<file path="src/rtl/fwft_fifo_pkg.sv">
package fwft_fifo_pkg;
  // Arithmetic shared by the level tracker; the bench restates it independently.
  function automatic logic near_empty(input int unsigned cnt, input int unsigned off);
    return cnt <= off;
  endfunction

  function automatic logic near_full(input int unsigned cnt, input int unsigned off,
                                     input int unsigned depth);
    return (cnt + off) >= depth;
  endfunction
endpackage

</file>
<file path="src/rtl/fwft_store.sv">
module fwft_store #(
  parameter int DW = 36,
  parameter int AW = 4
) (
  input  logic          clk,
  input  logic          rst,
  input  logic          push,
  input  logic          pop,
  input  logic [DW-1:0] push_data,
  output logic [DW-1:0] head_data
);
  localparam int DEPTH = 1 << AW;

  logic [DW-1:0] cells [DEPTH];
  logic [AW-1:0] wptr_q, rptr_q;

  always_ff @(posedge clk) begin
    if (push) cells[wptr_q] <= push_data;
  end

  always_ff @(posedge clk) begin
    if (rst) begin
      wptr_q <= '0;
      rptr_q <= '0;
    end else begin
      if (push) wptr_q <= wptr_q + 1'b1;
      if (pop)  rptr_q <= rptr_q + 1'b1;
    end
  end

  assign head_data = cells[rptr_q];

  AST_PTR_ADVANCE: assert property (@(posedge clk) disable iff (rst)
    pop |=> rptr_q == $past(rptr_q) + 1'b1);
endmodule

</file>
<file path="src/rtl/fwft_level.sv">
module fwft_level #(
  parameter int AW = 4
) (
  input  logic        clk,
  input  logic        rst,
  input  logic        push,
  input  logic        pop,
  input  logic [AW:0] ae_off,
  input  logic [AW:0] af_off,
  output logic [AW:0] count,
  output logic        mem_empty,
  output logic        mem_full,
  output logic        ae_n,
  output logic        af_n
);
  import fwft_fifo_pkg::*;
  localparam int DEPTH = 1 << AW;
  localparam logic [AW:0] DEPTH_C = (AW+1)'(DEPTH);

  logic [AW:0] cnt_q;

  always_ff @(posedge clk) begin
    if (rst) cnt_q <= '0;
    else if (push && !pop) cnt_q <= cnt_q + 1'b1;
    else if (pop && !push) cnt_q <= cnt_q - 1'b1;
  end

  assign count     = cnt_q;
  assign mem_empty = (cnt_q == '0);
  assign mem_full  = (cnt_q == DEPTH_C);
  assign ae_n      = !near_empty(int'(cnt_q), int'(ae_off));
  assign af_n      = !near_full(int'(cnt_q), int'(af_off), DEPTH);

  AST_NO_OVERFLOW: assert property (@(posedge clk) disable iff (rst)
    cnt_q <= DEPTH_C);
  AST_PUSH_COUNTS: assert property (@(posedge clk) disable iff (rst)
    (push && !pop) |=> cnt_q == (AW+1)'($past(cnt_q) + 1'b1));
endmodule

</file>
<file path="src/rtl/fwft_out_stage.sv">
module fwft_out_stage #(
  parameter int DW = 36
) (
  input  logic          clk,
  input  logic          rst,
  input  logic          load,
  input  logic [DW-1:0] load_data,
  input  logic          consume,
  output logic [DW-1:0] dout,
  output logic          ready
);
  logic [DW-1:0] dout_q;
  logic          ready_q;

  always_ff @(posedge clk) begin
    if (rst) begin
      dout_q  <= '0;
      ready_q <= 1'b0;
    end else begin
      if (load) dout_q <= load_data;
      if (load)         ready_q <= 1'b1;
      else if (consume) ready_q <= 1'b0;
    end
  end

  assign dout  = dout_q;
  assign ready = ready_q;

  AST_LOAD_READY: assert property (@(posedge clk) disable iff (rst)
    load |=> ready_q && dout_q == $past(load_data));
endmodule

</file>
<file path="src/rtl/fwft_sel_fifo.sv">
module fwft_sel_fifo #(
  parameter int DW = 36,
  parameter int AW = 4
) (
  input  logic          clk,
  input  logic          rst,
  input  logic          cfg_fwft,
  input  logic [AW:0]   cfg_ae_off,
  input  logic [AW:0]   cfg_af_off,
  input  logic          wr_cs_n,
  input  logic          wr_dir,
  input  logic          wr_en,
  input  logic          wr_mbx,
  input  logic [DW-1:0] wr_data,
  input  logic          rd_cs_n,
  input  logic          rd_dir,
  input  logic          rd_en,
  input  logic          rd_mbx,
  output logic [DW-1:0] rd_data,
  output logic          rd_oe,
  output logic          rd_flag,
  output logic          wr_flag,
  output logic          ae_n,
  output logic          af_n
);
  // Configuration captured during reset
  logic          mode_fwft_q;
  logic [AW:0]   ae_off_q, af_off_q;

  always_ff @(posedge clk) begin
    if (rst) begin
      mode_fwft_q <= cfg_fwft;
      ae_off_q    <= cfg_ae_off;
      af_off_q    <= cfg_af_off;
    end
  end

  // Named events
  logic wr_sel, rd_sel, wr_fire, rd_fire, push, pop, bypass, load;
  logic mem_empty, mem_full, out_ready;
  logic [AW:0]   count;
  logic [DW-1:0] head_data, load_data;

  assign wr_sel  = !wr_cs_n && wr_dir && wr_en && !wr_mbx;
  assign rd_sel  = !rd_cs_n && rd_dir && rd_en && !rd_mbx;
  assign wr_fire = wr_sel && !mem_full;
  assign rd_fire = rd_sel && rd_flag;
  assign pop     = rd_fire && !mem_empty;
  assign bypass  = mode_fwft_q && wr_fire && mem_empty && (!out_ready || rd_fire);
  assign push    = wr_fire && !bypass;
  assign load    = pop || bypass;
  assign load_data = bypass ? wr_data : head_data;

  fwft_store #(.DW(DW), .AW(AW)) u_store (
    .clk(clk), .rst(rst), .push(push), .pop(pop),
    .push_data(wr_data), .head_data(head_data)
  );

  fwft_level #(.AW(AW)) u_level (
    .clk(clk), .rst(rst), .push(push), .pop(pop),
    .ae_off(ae_off_q), .af_off(af_off_q), .count(count),
    .mem_empty(mem_empty), .mem_full(mem_full), .ae_n(ae_n), .af_n(af_n)
  );

  fwft_out_stage #(.DW(DW)) u_out (
    .clk(clk), .rst(rst), .load(load), .load_data(load_data),
    .consume(rd_fire && mode_fwft_q), .dout(rd_data), .ready(out_ready)
  );

  assign rd_flag = mode_fwft_q ? out_ready : !mem_empty;
  assign wr_flag = !mem_full;
  assign rd_oe   = !rd_cs_n;

  AST_FALL_THROUGH: assert property (@(posedge clk) disable iff (rst)
    (mode_fwft_q && wr_fire && !rd_flag) |=> rd_flag && rd_data == $past(wr_data));
  AST_STD_HOLD: assert property (@(posedge clk) disable iff (rst)
    (!mode_fwft_q && !rd_fire) |=> $stable(rd_data));
  AST_EMPTY_READ_IGNORED: assert property (@(posedge clk) disable iff (rst)
    (rd_sel && !rd_flag && !wr_sel) |=> $stable(rd_data) && $stable(count));
  AST_FULL_WRITE_IGNORED: assert property (@(posedge clk) disable iff (rst)
    (wr_sel && !wr_flag && !rd_sel) |=> $stable(count));
  AST_CFG_HELD: assert property (@(posedge clk) disable iff (rst)
    1'b1 |=> $stable(mode_fwft_q) && $stable(ae_off_q) && $stable(af_off_q));
endmodule

</file>
<file path="config.mk">
export PLATFORM = sky130hd
export DESIGN_NAME = fwft_sel_fifo
export DESIGN_NICKNAME = d
export VERILOG_FILES = /design/src/rtl/fwft_fifo_pkg.sv /design/src/rtl/fwft_store.sv /design/src/rtl/fwft_level.sv /design/src/rtl/fwft_out_stage.sv /design/src/rtl/fwft_sel_fifo.sv
export SDC_FILE = /design/constraint.sdc
export NUM_CORES = 1
export LEC_CHECK = 0
export CAP_MARGIN = 25
export CORE_ASPECT_RATIO = 0.9
export CORE_MARGIN = 3
export CORE_UTILIZATION = 66
export CTS_CLUSTER_SIZE = 24
export DETAILED_ROUTE_END_ITERATION = 10
export DONT_BUFFER_PORTS = 1
export GPL_ROUTABILITY_DRIVEN = 0
export GPL_TIMING_DRIVEN = 0
export HOLD_SLACK_MARGIN = 0.12
export PLACE_DENSITY_LB_ADDON = 0.05
export SYNTH_ARGS = -nofsm -noshare
export SYNTH_HDL_FRONTEND = slang
export SYNTH_SLANG_ARGS = --single-unit
</file>
<file path="constraint.sdc">
create_clock -name clk -period 9.5 [get_ports clk]
set_clock_uncertainty 0.05 [all_clocks]
set_input_delay 0.475 -clock clk [delete_from_list [all_inputs] [get_ports clk]]
set_output_delay 0.475 -clock clk [all_outputs]
set_load 0.005 [all_outputs]
</file>
---- Yosys cells after proc, flatten, opt, wreduce, memory -nomap -nowiden ----
Memory sizes are Yosys's and may differ from the RTL's. A register that Yosys moved wholly into a read port is not among the register bits.
Index checks and enable logic that the tools add are counted.
W data, S select, Z words.
word-level totals
  bits in latches ......................... 0
  logic and storage cells ................. 60
  memories kept ........................... 1
  bits in writable memories ............... 576
  bits in registers ....................... 61
  output and inout bits ................... 41
  bits in read-only memories .............. 0
cells by class
  bitwise gates (word level) .............. 0
  reduce and logical (&&, ||, !) cells .... 33
  div/mod/pow operators ................... 0
  $add $sub $neg .......................... 5
  $mul .................................... 0
  $lt $le $gt $ge ......................... 2
  shifts and indexed selects .............. 0
  equality and inequality tests ........... 1
  mux-type cells .......................... 10
memory list
  memory         words  width  rd ports  clocked after Yosys merged registers in  write ports  RTL line          source
  u_store.cells  16     36     1         1                                        1            fwft_store.sv:14  logic [DW-1:0] cells [DEPTH];
operators by type and width
  operator               number
  $mux W36               1
  $ge A32 B5 Y1 const B  1
  $logic_and A1 B1 Y1    16
  $logic_not A1 Y1       12
  $mux W5                2
  $add A4 B1 Y4 const B  2
  $mux W4                2
  $add A5 B5 Y6          1
  $add A5 B1 Y5 const B  1
  $eq A5 B5 Y1 const B   1
  $le A5 B5 Y1           1
  $logic_not A5 Y1       1
  $mux W1                5
  $sub A5 B1 Y5 const B  1
  $reduce_bool A2 Y1     2
  $logic_or A1 B1 Y1     2

---- Longest topological paths before layout ----
  depth in word-level cells ............... 14
  mapped depth ............................ 12

---- By module ----
From an unflattened synthesis, not the netlist that was laid out.
unflattened totals
  cells, all modules ...................... 1197
  area total of the unflattened synthesis .. 24975.2 um2
by module, submodules not included
  module          area each (um2)  cells an instance  instances  seq. area each (um2)
  fwft_store      22062.4          942                1          17536.8
  fwft_out_stage  1341.3           120                1          740.7
  fwft_sel_fifo   1022.2           68                 1          330.3
  fwft_level      549.3            67                 1          100.1

---- Worst setup path after synthesis ----
OpenSTA, ideal clock, no wires.
  path kind ............................... in2reg
  from .................................... input port rd_mbx
  to ...................................... memory u_store.cells[0][0], enable pin
  arrival ................................. 4952 ps
  cell stages on the path ................. 6
  setup time .............................. 520 ps
  slack ................................... 3978 ps
  buffers on the path ..................... 2
  path through ............................ nand4bb_1 > clkbuf_1 > a311oi_2 > nor2_2 > buf_2 > nor4bb_1
on the way
  longest elaborated chain between the ends .. 9
ends and longest elaborated chain
  element                        RTL line             source
  start, declared                fwft_sel_fifo.sv:18  input logic rd_mbx,
  $logic_not A1 Y1               fwft_sel_fifo.sv:45  assign rd_sel = !rd_cs_n && rd_dir && rd_en && !rd_mbx;
  $logic_and A1 B1 Y1            fwft_sel_fifo.sv:45
  $logic_and A1 B1 Y1            fwft_sel_fifo.sv:47  assign rd_fire = rd_sel && rd_flag;
  $logic_or A1 B1 Y1             fwft_sel_fifo.sv:49  assign bypass = mode_fwft_q && wr_fire && mem_empty && (!out_ready || rd_fire);
  $logic_and A1 B1 Y1            fwft_sel_fifo.sv:49
  $logic_not A1 Y1               fwft_sel_fifo.sv:50  assign push = wr_fire && !bypass;
  $logic_and A1 B1 Y1            fwft_sel_fifo.sv:50
  via push                       fwft_sel_fifo.sv:39  logic wr_sel, rd_sel, wr_fire, rd_fire, push, pop, bypass, load;
  $mux W1                        fwft_store.sv:18     if (push) cells[wptr_q] <= push_data;
  $mux W1 (not written as such)  fwft_store.sv:18
  end, declared                  fwft_store.sv:14
The timed path passes the listed nets, and every way through them passes these cells.

---- Worst setup path in the final report ----
  from .................................... register u_level.cnt_q[0], in the netlist u_level.count[0]
  to ...................................... register u_level.cnt_q[4], in the netlist u_level.count[4]
on the way
  longest elaborated chain between the ends .. 11
  elaborated cells on any way between the ends .. 23
  classes of those cells .................. 2 x add/sub; 1 x eq/ne; 3 x mux; 17 x reduce/logical
ends and longest elaborated chain
  element                                                           RTL line                                  source
  start, declared                                                   fwft_level.sv:20                          logic [AW:0] cnt_q;
  start signal, assigned                                            fwft_level.sv:24                          else if (push && !pop) cnt_q <= cnt_q + 1'b1;
  start signal, assigned                                            fwft_level.sv:25                          else if (pop && !push) cnt_q <= cnt_q - 1'b1;
  $eq A5 B5 Y1 / $logic_not A5 Y1 (equally long branches)           fwft_level.sv:30, fwft_level.sv:29
  $logic_not A1 Y1 (on tied branches)                               fwft_sel_fifo.sv:46, fwft_sel_fifo.sv:70
  $logic_and A1 B1 Y1 / $mux W1 (equally long branches)             fwft_sel_fifo.sv:46, fwft_sel_fifo.sv:70
  $logic_and A1 B1 Y1 (on tied branches)                            fwft_sel_fifo.sv:49, fwft_sel_fifo.sv:47
  $logic_and A1 B1 Y1 / $logic_or A1 B1 Y1 (equally long branches)  fwft_sel_fifo.sv:49
  $logic_and A1 B1 Y1                                               fwft_sel_fifo.sv:49
  $logic_not A1 Y1                                                  fwft_sel_fifo.sv:50
  $logic_and A1 B1 Y1 (*)                                           fwft_sel_fifo.sv:50
  via push                                                          fwft_sel_fifo.sv:39
  $logic_not A1 Y1                                                  fwft_level.sv:25
  $logic_and A1 B1 Y1                                               fwft_level.sv:25
  $reduce_bool A2 Y1 (no line)                                      n/a
The timed path passes the listed nets; every way through them passes the cells marked *. The select of a mux whose other input is x is not followed.
A chain may end at the register's enable or synchronous reset.

==> impl_metrics.tcl <==
set metrics [dict create \
    worstPathArrival_ns 4.10 \
    gr-usage-all-layers 0.285 \
    synth_top_family_by_area "multiplexers" \
    path_class "flop to flop" \
    drt-pass1-iter-count 5 \
    die_width_um 210 \
    tritoncts "yes" \
    initial_core_util 0.677 \
    grt_setup_unrepaired "no" \
    cell_with_the_most_instances_after_synthesis "sky130_fd_sc_hd__edfxtp_1" \
    async_flop_share 0 \
    netlist_top_cells_count "sky130_fd_sc_hd__edfxtp_1 (587), sky130_fd_sc_hd__mux4_2 (144), sky130_fd_sc_hd__mux2i_1 (76)" \
    post-synth-top-area-fraction 0.713 \
    setup_viol_count_final 0 \
    drv.max_cap_violation_count 0 \
    power-per-cell-area_mw_per_mm2 199 \
    power.sequential.fraction 0.551 \
    min_path_type "input port to flop" \
    switching_share_of_power 0.193 \
    setup.worst_path.start_class "flop" \
    clockBufferDepth 3 \
    numCtsBuffers 59 \
    clock_power_share 0.427 \
    maxSlewHeadroom 0.272 \
    die_area_sq_mm 0.0398 \
    drc 0 \
    floorplan.rows 66 \
    clock_sink_count 641 \
    setup.reg_to_reg.worst_slack_ns 5.83 \
    timing.critical_path.fanout_max 10 \
    grt_util_met3 0.0529 \
    final.hold.worst_slack_ns 0.224 \
    number_of_design_rule_violations_left_by_the_first_detailed_router_iteration 1458 \
    required_ns 9.94 \
    utilization 0.775 \
    synth.mux.area_fraction 0.163 \
    areaGrowthSynthToFinish_pct 14.5 \
    htreeDepth 2 \
    power.combinational.fraction 0.022 \
    max-vdd-ir-drop_mv 0.235 \
    vias_per_cell 6.87 \
    timing_max_transition_violations_final 0 \
    post-route-period-util 0.386 \
    grt_first_pass_wirelength_um 82400 \
    floorplan.io_pins 98 \
    final-hold-violation-count 0 \
    max_fclk_ghz 0.273 \
    grt_start_max_net_pins 27 \
    max_slew.worst_pin.slew_ns 1.09 \
    die_height_um 190 \
    drive_above_1_share 0.248 \
    average_routed_wire_per_standard_cell_um 30.6 \
    synth_top_area_cell "sky130_fd_sc_hd__edfxtp_1" \
    synth_cell_types 59 \
    status "finished clean" \
    synth-compound-area-share 0.0372 \
    synth_edf_count 587 \
    ys_top_cells_by_area "sky130_fd_sc_hd__edfxtp_1 (71%), sky130_fd_sc_hd__mux4_2 (13%), sky130_fd_sc_hd__dfxtp_1 (4.4%), sky130_fd_sc_hd__mux2i_1 (3.1%), sky130_fd_sc_hd__a221o_1 (1.2%)" \
    cts-resized-gates 0 \
    cell_internal_pwr_w 0.00454 \
    routed-via-count 12400 \
    worst_setup_hold_path_clk_slew_ns 0.06 \
    final.min_clock_period_ns 3.67 \
    fp.coreArea_sq_mm 0.0365 \
    grt_util_met1 0.428 \
    postSynthNetCount 1209 \
    ctsRootBufferMaster "sky130_fd_sc_hd__clkbuf_16" \
    synthAdderAreaFrac 0.00993 \
    placement.io_buffers 0 \
    switching_power_w 0.00108 \
    yosysSeqAreaShare 0.757 \
    grt_pass1_vias 12700 \
    routed_wl_um 55000 \
    yosys_register_bits 641 \
    worst_skew_pair.late_latency_ns 0.60 \
    setup.worst_path.end_class "flop" \
    placement.setup.worst_slack_ns 5.88 \
    synthCells 1133 \
    top_usage_layer "met2" \
    post_synthesis_instance_area_sq_mm 0.0247 \
    global_route.overflow_total 0 \
    postRouteAntennaNets 0 \
    synth-xor-area-share 0.00177 \
    synth_flop_cell "sky130_fd_sc_hd__edfxtp_1" \
    antenna_found_initial 2 \
    place_hpwl_um 32900 \
    synthesis.yosys.warnings 0 \
    crit_path_setup_slack_layout_ns 5.83 \
    design.final.nets 1346 \
    grt.met2_usage 0.444 \
    power.leakage_nw 8.79 \
    average_footprint_of_a_synthesized_cell_sq_um 21.8 \
    yosys.area_share.simple 0.0167 \
]
==> per-layer routing <==
metal  vias up  part of all wire
li1       5123                 -
met1      6514              0.40
met2       618              0.48
met3       100             0.087
met4         2             0.026
met5         -           0.00024
==> state kept, by name (all words and copies together), names as in the netlist, named ones only <==
register and cells:
u_out.dout 36, ae_off_q 5, u_store.cells 576, u_store.wptr_q 4
af_off_q 5, u_store.rptr_q 4, u_level.count 5, mode_fwft_q 1
u_out.ready 1
==> worst paths after layout <==
check / start / endpoint / cells after the start
setup / recovery: u_level.count[0] / u_level.count[4] / 12
hold / removal: wr_data[22] / u_out.dout[22] / 3
setup reg to reg: u_level.count[0] / u_level.count[4] / 12
hold reg to reg: u_store.rptr_q[3] / flop / 2
==> layout by cell type, fill, tap and decap left out, types with 12 or more instances in the layout <==
master and n:
sky130_fd_sc_hd__edfxtp_1 587, sky130_fd_sc_hd__mux4_2 144, sky130_fd_sc_hd__mux2i_1 76, sky130_fd_sc_hd__clkbuf_16 60, sky130_fd_sc_hd__dfxtp_1 54, sky130_fd_sc_hd__dlygate4sd3_1 50
sky130_fd_sc_hd__clkbuf_1 46, sky130_fd_sc_hd__o22ai_1 34, sky130_fd_sc_hd__buf_2 29, sky130_fd_sc_hd__a221o_1 29, sky130_fd_sc_hd__ha_1 18, sky130_fd_sc_hd__nor2_1 17
sky130_fd_sc_hd__buf_6 15, sky130_fd_sc_hd__clkbuf_8 14, sky130_fd_sc_hd__inv_1 13, sky130_fd_sc_hd__buf_12 12
==> worst max-delay path, cell delays in order (launching register included) <==
cell and delay (ns):
sky130_fd_sc_hd__dfxtp_1 0.40, sky130_fd_sc_hd__or4_4 0.57, sky130_fd_sc_hd__buf_6 0.16, sky130_fd_sc_hd__a311oi_2 0.39
sky130_fd_sc_hd__nor2_2 0.15, sky130_fd_sc_hd__buf_2 0.21, sky130_fd_sc_hd__ha_1 0.22, sky130_fd_sc_hd__inv_1 0.15
sky130_fd_sc_hd__ha_1 0.29, sky130_fd_sc_hd__a21o_1 0.20, sky130_fd_sc_hd__a21oi_1 0.20, sky130_fd_sc_hd__mux2i_1 0.23
sky130_fd_sc_hd__mux2_2 0.34
==> what timing repair did <==
action                                  4_1_cts  5_1_grt
setup buffers                                 0        0
endpoints found under the hold margin       635        0
hold buffers                                 50        0
endpoints found under the setup margin        0        0
==> area by class of cell <==
class,instances,area [sq um]
multi-input combinational,413,5710
fill,1934,8210
timing repair buffer,76,910
inverter,13,48.8
clock buffer,90,1750
sequential,641,18700
antenna,2,5.00
tap,476,596
buffer,66,315
clock inverter,22,245
==> through the flow <==
step	power [W]	instances	area [sq um]	setup TNS (ns)
final	0.00562	1799	28300	0
after global routing	0.00576	1798	28300	0
after CTS	0.00564	1797	28300	0
after detailed placement	0.00323	1635	25800	0
after global placement	0.00322	1609	25300	-39.51
after floorplan	0.00321	1133	24700	0
==> power groups by stage <==
| stage | logic (W) | registers, W | clock network [W] |
|---|---|---|---|
| after global placement | 0.0000698 | 0.00315 | 0 |
| after CTS | 0.000123 | 0.00309 | 0.00243 |
| after global routing | 0.000135 | 0.00309 | 0.00253 |
| final | 0.000124 | 0.00309 | 0.00240 |
| after detailed placement | 0.0000727 | 0.00315 | 0 |
| after floorplan | 0.0000545 | 0.00315 | 0 |
==> cells by family after synthesis <==
logic type	count (synthesis)
flip-flops	641
multiplexers	221
AO/OA/AOI/OAI	110
buffers and inverters	79
AND/OR/NAND/NOR	58
adder cells (fa/ha/maj)	19
XOR/XNOR	5
Power figures use the tool's default switching activity.
